File: src/rtl/ir_tx_pkg.sv
package ir_tx_pkg;

  localparam int unsigned DUTY_W = 2;
  localparam int unsigned SEL_W  = 2;
  localparam int unsigned NSRC   = 1 << SEL_W;

  typedef enum logic [SEL_W-1:0] {
    PIN_SRC_TXD   = 2'd0,
    PIN_SRC_GPO   = 2'd1,
    PIN_SRC_REAL  = 2'd2,
    PIN_SRC_REACT = 2'd3
  } pin_src_e;

  typedef logic [DUTY_W-1:0] duty_t;

endpackage

File: src/rtl/ir_carrier_gen.sv
module ir_carrier_gen
  import ir_tx_pkg::*;
#(
  parameter int unsigned PHASE_W = 4
) (
  input  logic  clk,
  input  logic  rst_n,
  input  logic  tick_i,
  input  duty_t duty_i,
  output logic  carrier_low_o
);

  localparam logic [PHASE_W-1:0] PHASE_LAST = {PHASE_W{1'b1}};
  localparam logic [PHASE_W-1:0] HALF_LEN   = PHASE_W'(1) << (PHASE_W - 1);

  logic [PHASE_W-1:0] phase_q, phase_d;
  duty_t              duty_q, duty_d;
  logic [PHASE_W-1:0] low_len;
  logic               at_wrap;

  always_comb begin
    at_wrap = tick_i && (phase_q == PHASE_LAST);
    phase_d = phase_q;
    duty_d  = duty_q;
    if (tick_i) begin
      phase_d = phase_q + PHASE_W'(1);
    end
    if (at_wrap) begin
      duty_d = duty_i;
    end
  end

  always_ff @(posedge clk or negedge rst_n) begin
    if (!rst_n) begin
      phase_q <= '0;
      duty_q  <= '0;
    end else begin
      phase_q <= phase_d;
      duty_q  <= duty_d;
    end
  end

  always_comb begin
    low_len       = HALF_LEN >> duty_q;
    carrier_low_o = (phase_q < low_len);
  end

  AST_PHASE_HOLDS_NO_TICK: assert property (@(posedge clk) disable iff (!rst_n)
    !tick_i |=> $stable(phase_q));

  AST_PHASE_STEPS_ON_TICK: assert property (@(posedge clk) disable iff (!rst_n)
    tick_i |=> (phase_q == $past(phase_q) + PHASE_W'(1)));

  AST_DUTY_SWAP_AT_WRAP: assert property (@(posedge clk) disable iff (!rst_n)
    !(tick_i && phase_q == PHASE_LAST) |=> $stable(duty_q));

  AST_PERIOD_STARTS_LOW: assert property (@(posedge clk) disable iff (!rst_n)
    (phase_q == '0) |-> carrier_low_o);

endmodule

File: src/rtl/ir_tx_shaper.sv
module ir_tx_shaper (
  input  logic clk,
  input  logic rst_n,
  input  logic tx_bit_i,
  input  logic invert_i,
  input  logic mod_en_i,
  input  logic carrier_low_i,
  output logic shaped_o
);

  logic level;

  always_comb begin
    level    = tx_bit_i ^ invert_i;
    shaped_o = level;
    if (mod_en_i && !level) begin
      shaped_o = !carrier_low_i;
    end
  end

  AST_MARK_NEVER_CHOPPED: assert property (@(posedge clk) disable iff (!rst_n)
    (tx_bit_i != invert_i) |-> shaped_o);

  AST_PLAIN_PASS_THROUGH: assert property (@(posedge clk) disable iff (!rst_n)
    (!mod_en_i && tx_bit_i == invert_i) |-> !shaped_o);

endmodule

File: src/rtl/ir_pin_select.sv
module ir_pin_select
  import ir_tx_pkg::*;
(
  input  logic             clk,
  input  logic             rst_n,
  input  logic [SEL_W-1:0] sel_i,
  input  logic [NSRC-1:0]  src_i,
  output logic             pin_o
);

  logic pin_q, pin_d;

  always_comb begin
    pin_d = src_i[sel_i];
  end

  always_ff @(posedge clk or negedge rst_n) begin
    if (!rst_n) begin
      pin_q <= 1'b1;
    end else begin
      pin_q <= pin_d;
    end
  end

  assign pin_o = pin_q;

  AST_GPO_ROUTED: assert property (@(posedge clk) disable iff (!rst_n)
    (sel_i == PIN_SRC_GPO) |=> (pin_o == $past(src_i[PIN_SRC_GPO])));

  AST_REACT_ROUTED: assert property (@(posedge clk) disable iff (!rst_n)
    (sel_i == PIN_SRC_REACT) |=> (pin_o == $past(src_i[PIN_SRC_REACT])));

endmodule

File: src/rtl/ir_tx_modulator.sv
module ir_tx_modulator
  import ir_tx_pkg::*;
#(
  parameter int unsigned PHASE_W = 4
) (
  input  logic              clk,
  input  logic              rst_n,
  input  logic              carrier_tick_i,
  input  logic              tx_bit_i,
  input  logic              tx_invert_i,
  input  logic              mod_enable_i,
  input  logic [DUTY_W-1:0] duty_code_i,
  input  logic [SEL_W-1:0]  pin_sel_i,
  input  logic              gpo_bit_i,
  input  logic              real_pulse_i,
  input  logic              react_pulse_i,
  output logic              pin_o
);

  logic            carrier_low;
  logic            shaped;
  logic [NSRC-1:0] sources;

  ir_carrier_gen #(.PHASE_W(PHASE_W)) i_carrier (
    .clk           (clk),
    .rst_n         (rst_n),
    .tick_i        (carrier_tick_i),
    .duty_i        (duty_code_i),
    .carrier_low_o (carrier_low)
  );

  ir_tx_shaper i_shaper (
    .clk           (clk),
    .rst_n         (rst_n),
    .tx_bit_i      (tx_bit_i),
    .invert_i      (tx_invert_i),
    .mod_en_i      (mod_enable_i),
    .carrier_low_i (carrier_low),
    .shaped_o      (shaped)
  );

  always_comb begin
    sources                = '0;
    sources[PIN_SRC_TXD]   = shaped;
    sources[PIN_SRC_GPO]   = gpo_bit_i;
    sources[PIN_SRC_REAL]  = real_pulse_i;
    sources[PIN_SRC_REACT] = react_pulse_i;
  end

  ir_pin_select i_pin (
    .clk   (clk),
    .rst_n (rst_n),
    .sel_i (pin_sel_i),
    .src_i (sources),
    .pin_o (pin_o)
  );

  AST_REAL_PULSE_PIN: assert property (@(posedge clk) disable iff (!rst_n)
    (pin_sel_i == PIN_SRC_REAL) |=> (pin_o == $past(real_pulse_i)));

  AST_INVERTED_MARK: assert property (@(posedge clk) disable iff (!rst_n)
    (pin_sel_i == PIN_SRC_TXD && tx_invert_i && !tx_bit_i) |=> pin_o);

endmodule

File: config.mk
export PLATFORM = sky130hd
export DESIGN_NAME = ir_tx_modulator
export DESIGN_NICKNAME = d
export VERILOG_FILES = /design/src/rtl/ir_tx_pkg.sv /design/src/rtl/ir_carrier_gen.sv /design/src/rtl/ir_tx_shaper.sv /design/src/rtl/ir_pin_select.sv /design/src/rtl/ir_tx_modulator.sv
export SDC_FILE = /design/constraint.sdc
export NUM_CORES = 1
export LEC_CHECK = 0
export ABC_AREA = 1
export BUFFER_PORTS_ARGS = -buffer_cell sky130_fd_sc_hd__buf_2
export CAP_MARGIN = 25
export CORE_AREA = 4 4 41 43
export CTS_BUF_LIST = sky130_fd_sc_hd__clkbuf_8 sky130_fd_sc_hd__clkbuf_16
export DETAILED_ROUTE_END_ITERATION = 7
export DIE_AREA = 0 0 45 47
export PLACE_DENSITY = 0.58
export SLEW_MARGIN = 5
export SYNTH_ARGS = -nofsm -noshare
export SYNTH_HDL_FRONTEND = slang
export SYNTH_HIERARCHICAL = 1
export SYNTH_SLANG_ARGS = --single-unit
File: constraint.sdc
create_clock -name clk -period 3.7 [get_ports clk]
set_input_delay 0.185 -clock clk [delete_from_list [all_inputs] [get_ports clk]]
set_output_delay 0.185 -clock clk [all_outputs]
set_load 0.01 [all_outputs]
* Word-level counts from Yosys, hierarchy flattened
Index checks and enable logic that the tools add are counted.
** Storage, ports and cells
- Latch bits :: 0
- Memory bits (writable) :: 0
- Logic and storage cells :: 16
- Memories kept :: 0
- ROM bits :: 0
- Output and inout bits :: 1
- Flip-flop bits (word level) :: 7
** Cells by class
- Div/mod/pow operators :: 0
- Mux-type cells :: 3
- Multiply operators :: 0
- $lt $le $gt $ge :: 2
- Reduce and logical (&&, ||, !) cells :: 4
- Shifts and indexed selects :: 1
- Equality and inequality tests :: 1
- $add $sub $neg :: 1
- Bitwise logic cells :: 1
** Operators with widths (number)
- adder 4 x 1 -> 4 bit, second input constant :: 1
- == test 4 bit, second input constant :: 1
- less-than comparator 4 bit :: 1
- >> shifter 4 x 2 -> 4 bit, first input constant :: 1
- less-than comparator 2 x 3 -> 1 bit, second input constant :: 1
- binary-select mux 1 bit (select 2 bit) :: 1
- logical AND 1 bit :: 2
- zero test 1 bit :: 2
- 2-to-1 mux 1 bit :: 2
- XOR 1 bit :: 1

* Logic depth before layout (Yosys ltp)
Gate-level depths: netlist of run 1.
- Depth after elaboration :: 6
- Gate-level depth with buffers :: 13

* Cells and area by module
The synthesis of run 1 kept the hierarchy.
** Modules (own cells, without submodules)
- ir_carrier_gen :: area an instance 340.3 um^2, instances 1, cells an instance 36
- ir_pin_select :: area an instance 77.6 um^2, instances 1, cells an instance 14
- ir_tx_shaper :: area an instance 27.5 um^2, instances 1, cells an instance 7

* Worst setup path after synthesis of run 1
No wires, ideal clock.
- Kind :: register to register
- From :: register i_carrier.duty_q[1]
- To :: register i_pin.pin_q (netlist: i_pin/pin_o)
- Cell stages (with the launch flop) :: 13
- Path slack :: 2271 ps
- Period minus slack after synthesis :: 1429 ps
- Arrival time :: 1353 ps
- Library setup time :: 76 ps
- Path through :: dfrtp_1 -> inv_1 -> nand2_1 -> ha_1 -> a21o_1 -> a21oi_1 -> inv_1 -> nand2_1 -> nand3_1 -> inv_1 -> nand2_1 -> nand3_1 -> nand2_1
** Between the ends
- Cells in the longest elaborated chain, start to end :: 6
** Ends and longest elaborated chain
- from (decl) :: line ir_carrier_gen.sv:17 : duty_t duty_q, duty_d;
- from (signal assigned) :: line ir_carrier_gen.sv:39 : duty_q <= duty_d;
- >> shifter 4 x 2 -> 4 bit :: line ir_carrier_gen.sv:44 : low_len = HALF_LEN >> duty_q;
- less-than comparator 4 bit :: line ir_carrier_gen.sv:45 : carrier_low_o = (phase_q < low_len);
- net carrier_low :: line ir_tx_modulator.sv:20 : logic carrier_low;
- zero test 1 bit :: line ir_tx_shaper.sv:17 : shaped_o = !carrier_low_i;
- 2-to-1 mux 1 bit :: line ir_tx_shaper.sv:16 : if (mod_en_i && !level) begin
- net shaped :: line ir_tx_modulator.sv:21 : logic shaped;
- binary-select mux 1 bit (select 2 bit) :: line ir_pin_select.sv:14 : pin_d = src_i[sel_i];
- 2-to-1 mux 1 bit (not written as such) :: line ir_pin_select.sv:14
- net i_pin.pin_d :: line ir_pin_select.sv:11 : logic pin_q, pin_d;
- to (signal assigned) :: line ir_pin_select.sv:21 : pin_q <= pin_d;
- to (decl) :: line ir_pin_select.sv:11
The timed path passes the listed nets, and every way through them passes these cells. The select of a mux whose other input is x is not followed.
A chain may end at the register's enable or synchronous reset.

* Worst setup path after layout of run 1
Same ends and word-level chain as after synthesis.

==> results of run 1 <==
timing repair:
item                       CTS  global route
setup endpoints to repair    0             0
hold endpoints to repair     6             0
hold buffers                 1             0
gates resized for setup      0             0
sequential cells by signal (all words and copies together), names as in the netlist:
register / count
i_carrier/duty_q: 2
i_carrier/phase_q: 4
i_pin/pin_o: 1
per-stage QoR:
| stage | hold WS, ps | cell area, µm² | setup slack [ps] |
|---|---|---|---|
| final | 189 | 584 | 2170 |
| after global routing | 205 | 584 | 1920 |
| after CTS | 189 | 584 | 2150 |
| after detailed placement | 24.4 | 529 | 2160 |
| after global placement | 24.5 | 529 | 2170 |
| after floorplan | -111 | 445 | 2270 |
cells by family after synthesis:
kind of cell | count (synthesis) | share of synthesized area, %
flip-flops | 7 | 39.6
adder cells (fa/ha/maj) | 4 | 11.2
multiplexers | 1 | 2.53
buffers and inverters | 15 | 12.6
AO/OA/AOI/OAI | 4 | 5.06
XOR/XNOR | 3 | 5.90
AND/OR/NAND/NOR | 23 | 23.0
cell usage after synthesis:
cell	instances
nor2_1	2
nand3_1	4
dfstp_2	1
a21oi_1	3
nand4_2	1
ha_1	4
nand4_1	1
nand2_1	15
inv_1	15
xor2_1	2
dfrtp_1	6
xnor2_1	1
a21o_1	1
mux2_2	1
layer usage:
metal / up-vias / GRT usage [%]
met5: - / 0
met4: 0 / 5.26
met3: 2 / 4.21
met2: 10 / 13.6
met1: 159 / 11.9
li1: 212 / -
power by group:
part | internal [µW] | total (µW) | switching, µW | leakage, µW
clock network | 71.6 | 103 | 31.2 | 0.0000269
logic | 76.4 | 152 | 75.6 | 0.000247
registers | 112 | 147 | 34.6 | 0.0000781
total | 260 | 401 | 141 | 0.000352
final cells by class:
type	instances	area [µm²]	share of cell area [%]
Inverter	15	56.3	9.64
Tap cell	15	18.8	3.21
Timing Repair Buffer	14	75.1	12.8
Multi-Input combinational cell	35	213	36.4
Clock buffer	3	41.3	7.07
Clock inverter	1	3.75	0.642
Sequential cell	7	176	30.2
tightest hold or removal path, stage by stage:
cell,delay (ps)
buf_2,100
nand3_1,70
nand2_1,50
worst max path at each step:
stage | end | slack [ps] | cells past startpoint
detailed placement | i_pin/pin_o | 2160 | 12
floorplan | i_pin/pin_o | 2270 | 12
global placement | i_pin/pin_o | 2170 | 12
global route | i_pin/pin_o | 1920 | 12
CTS | i_pin/pin_o | 2150 | 12
finish | i_pin/pin_o | 2170 | 12
==> flow_metrics.tcl, run 1 <==
set metrics [dict create \
    clock_latency_ps 220 \
    die_area_um2 2120 \
    grt_use_total_pct 9.49 \
    synthCells 57 \
    clockBufferDepth 2 \
    min_to "i_pin/pin_o" \
    h-tree-depth 1 \
    slew_headroom_pct 88.4 \
    num_io_pins 14 \
    ant_nets 0 \
    critPathTopFamily "flip-flops" \
    arrival_ps 1690 \
    fmax_mhz 652 \
    ys_top_cells_by_area "dfrtp_1, inv_1, nand2_1" \
    synth_top_area_share_pct 33.7 \
    netlist_area_um2 445 \
    leakage_uw 0.000352 \
    core-area_um2 1300 \
    total_power_uw 401 \
    worstMarginPinSlew_ps 174 \
    max-vdd-ir-drop_v 0.000365 \
    m1WireLength_um 357 \
    powerDensity_nw_per_um2 687 \
    cts_setup_buffers 0 \
    portBuffers 13 \
    initial_core_util_pct 34.2 \
    fin_crit_ps 1530 \
    critPathSlowestCell "dfrtp_1" \
    crit_buf_inv 3 \
    viasPerCell 4.26 \
    grt_pass1_wl_um 1420 \
    netlist-cell-type-count 14 \
    cp-startpoint "i_carrier/duty_q[1]" \
    end_kind "flop" \
    reg2reg_from "i_carrier/duty_q[1]" \
    row_count 13 \
    drtIter0Drc 2 \
    fillerInstances 136 \
    most-common-layout-cells "inv_1, nand2_1, buf_2" \
    reg2reg_depth 12 \
    gr-total-overflow 0 \
    cts_sinks 7 \
    yosysSeqAreaShare_pct 39.6 \
    num_vias 383 \
    ys_seq_elements 7 \
    rsz0062_at_grt "no" \
    clkTransAtPathRegs_ps 40 \
    dp.cells 85 \
    crit_top_cell "nand2_1" \
    path_max_fanout 3 \
    layout_commonest_cell "inv_1" \
    die_y_um 47 \
    setup-tns-final_ps 0 \
    outcome "finished, final reports clean" \
    gp_congestion 0.737 \
    cts_tree "yes" \
    yosysTopAreaCell "dfrtp_1" \
    worstHoldStart "pin_sel_i[1]" \
    drc_errors 0 \
    yosys_warnings 6 \
    r2r_end "i_pin/pin_o" \
    hpwl_um 612 \
    hold_viol 0 \
    drive_gt1_share_pct 25.3 \
    reg2reg_setup_slack_ps 2170 \
    clockRootBuffer "clkbuf_8" \
    syn_nets 74 \
    grt_pass1_vias 362 \
    finalSetupViolations 0 \
    cts_made_buffers 3 \
    max_stage_delay_ps 380 \
    area.growth.synth_to_final_pct 31.2 \
    top_layer_used "met4" \
    final_nets 93 \
    dr.pass1.iters 4 \
    post-route-period-util_pct 41.4 \
    avgSynthCellArea_um2 7.81 \
    drv_slew 0 \
    postRouteWirelength_um 767 \
    min_path_type "in -> reg" \
    antenna_cells 0 \
    final_util_pct 44.9 \
    antenna_found_initial 0 \
    die_x_um 45 \
    cp.required_ps 3850 \
    routedWlPerCell_um 8.52 \
    max-cap-violations 0 \
    met2WireLength_um 338 \
    start_kind "flop" \
    fin_cells 90 \
    clock_skew_ps 0.397 \
    crit_type "reg -> reg" \
    grt_max_degree 8 \
    hold_path_depth 3 \
    crit_chain "inv_1, nand2_1, ha_1, a21o_1, a21oi_1, inv_1, nand2_1, nand3_1, inv_1, nand2_1, nand3_1, nand2_1" \
    dr_wl_met3_um 59 \
]
Power figures use the tool's default switching activity.
==> run 2: changes to the inputs <==
- clock period: 3.7 -> 1.5 ns (I/O delays scaled with it)
==> run 2 against run 1 <==
Final cell count rose by 6.7%. First-iteration DRC count increased by 100%. Clock skew rose by 7.0 ps. Routed wire length increased by 42%. Core utilization increased by 7.9 points. Critical path depth unchanged. Die area did not move. Clock-buffer cell count is the same. Flip-flop and latch count is the same. Final area up 18%. Combinational power increased to 4.4 times the previous value. Largest cell class unchanged. Highest routed layer is now met3.
==> flow_metrics.tcl, run 2 (synthesis gave the netlist of run 1 again) <==
set metrics [dict create \
    max_flop_register "i_carrier/phase_q" \
    grt_pass1_wl_um 1840 \
    initial_core_util_pct 34.2 \
    grt_util_met2_pct 23.2 \
    fmax_mhz 667 \
    drtIter0Drc 4 \
    clkTransAtPathRegs_ps 50 \
    hpwl_um 674 \
    hold_viol 0 \
    globalRouteMet1Util_pct 13.8 \
    leakage_uw 0.000385 \
    start_kind "flop" \
    gr-total-overflow 0 \
    outcome "finished, final reports clean" \
    clock_latency_ps 230 \
    end_kind "flop" \
    num_io_pins 14 \
    ant_nets 0 \
    cp.required_ps 1650 \
    grt_max_degree 8 \
    final_cell_area_um2 687 \
    fin_crit_ps 1500 \
    finalSetupViolations 0 \
    num_vias 407 \
    whs_ps 80.5 \
    grt_use_total_pct 12.4 \
    max_stage_delay_ps 390 \
    critPathTopFamily "flip-flops" \
    worstMarginPinSlew_ps 202 \
    grt_busiest_layer "met2" \
    cts_tree "yes" \
    antenna_found_initial 0 \
    drive_gt1_share_pct 43.2 \
    clockBufferDepth 2 \
    h-tree-depth 1 \
    antenna_cells 0 \
    post-route-period-util_pct 99.9 \
    core-area_um2 1300 \
    crit_chain "inv_2, nand2_2, ha_4, a21o_1, a21oi_2, inv_1, nand2_1, nand3_1, inv_1, nand2_1, nand3_1, nand2_1" \
    clockRootBuffer "clkbuf_8" \
    viasPerCell 4.24 \
    place_ws_ps -75.4 \
    drv_slew 0 \
    largest_reg_flops 4 \
    grt_use_met3_pct 2.30 \
    portBuffers 13 \
    postRouteWirelength_um 1090 \
    clock_skew_ps 7.42 \
    gp_congestion 0.677 \
    most-common-layout-cells "inv_1, buf_2, nand2_1" \
    placed_area_um2 574 \
    die_area_um2 2120 \
    max-cap-violations 0 \
    drc_errors 0 \
    total_power_uw 1290 \
    area.growth.synth_to_final_pct 54.2 \
    path_max_fanout 3 \
    fillerInstances 135 \
    routedWlPerCell_um 11.4 \
    arrival_ps 1650 \
    critPathSlowestCell "dfrtp_1" \
    cts_made_buffers 3 \
    cts_sinks 7 \
    layout.area.seq_um2 176 \
    crit_buf_inv 3 \
    final_nets 99 \
    crit_top_cell "nand2_1" \
    row_count 13 \
    grt_pass1_vias 443 \
    die_x_um 45 \
    rsz0062_at_grt "yes" \
    max-vdd-ir-drop_v 0.000965 \
    setup_slack_ps 1.27 \
    slew_headroom_pct 86.6 \
    multi_input_area_um2 267 \
    crit_type "reg -> reg" \
    dr.pass1.iters 4 \
    die_y_um 47 \
    min_path_type "in -> reg" \
    powerDensity_nw_per_um2 1880 \
]
[run 2: changes by cell type in the layout (fill, tap and decap cells not counted), sizes merged]
cell,previous run,this run
buf,13,19
[run 2: cell type report]
class                           instances  share of cell area, %
Sequential cell                         7                   25.7
Timing Repair Buffer                   20                   18.0
Multi-Input combinational cell         35                   38.8
Tap cell                               15                   2.73
Clock inverter                          1                  0.546
Clock buffer                            3                   6.01
Inverter                               15                   8.20
[run 2: layer usage]
layer | part of all wire [%] | routed length (µm)
met5 | 0 | 0
met4 | 0 | 0
met3 | 3.1 | 34
met2 | 53 | 577
met1 | 44 | 479
[run 2: through the flow]
stage,util [%],setup TNS [ps],instances
CTS,49.8,-44.7,96
finish,52.8,0,96
global placement,44.1,-37.6,91
detailed placement,44.1,-75.4,91
floorplan,-,0,57
global route,52.8,-158,96
[run 2: worst min-delay path: stages]
cell and delay, ps:
buf_2 100, nand3_1 70, nand2_1 50
[run 2: power by group]
group	total, µW	leakage [µW]	internal (µW)	switching, µW
clock	259	0.0000269	177	82.3
sequential	364	0.0000781	276	87.9
combinational	666	0.000280	346	320
[run 2: path summary, 6_finish.rpt]
check,start,endpoint,slack [ps],cells past startpoint
max reg2reg,i_carrier/duty_q[1],i_pin/pin_o,1,12
min reg2reg,i_carrier/phase_q[0],i_carrier/phase_q[0],540,1
max in group asynchronous,rst_n,i_pin/pin_o,1030,2
min,pin_sel_i[1],i_pin/pin_o,80,3
min in group asynchronous,rst_n,i_carrier/phase_q[0],230,2
max,i_carrier/duty_q[1],i_pin/pin_o,1,12
[run 2: repair_timing]
item	4_1_cts	5_1_grt
hold buffers	1	0
buffers inserted	0	0
hold endpoints to repair	7	0
resized for setup	5	7
setup endpoints to repair	1	1
pin swaps	2	5
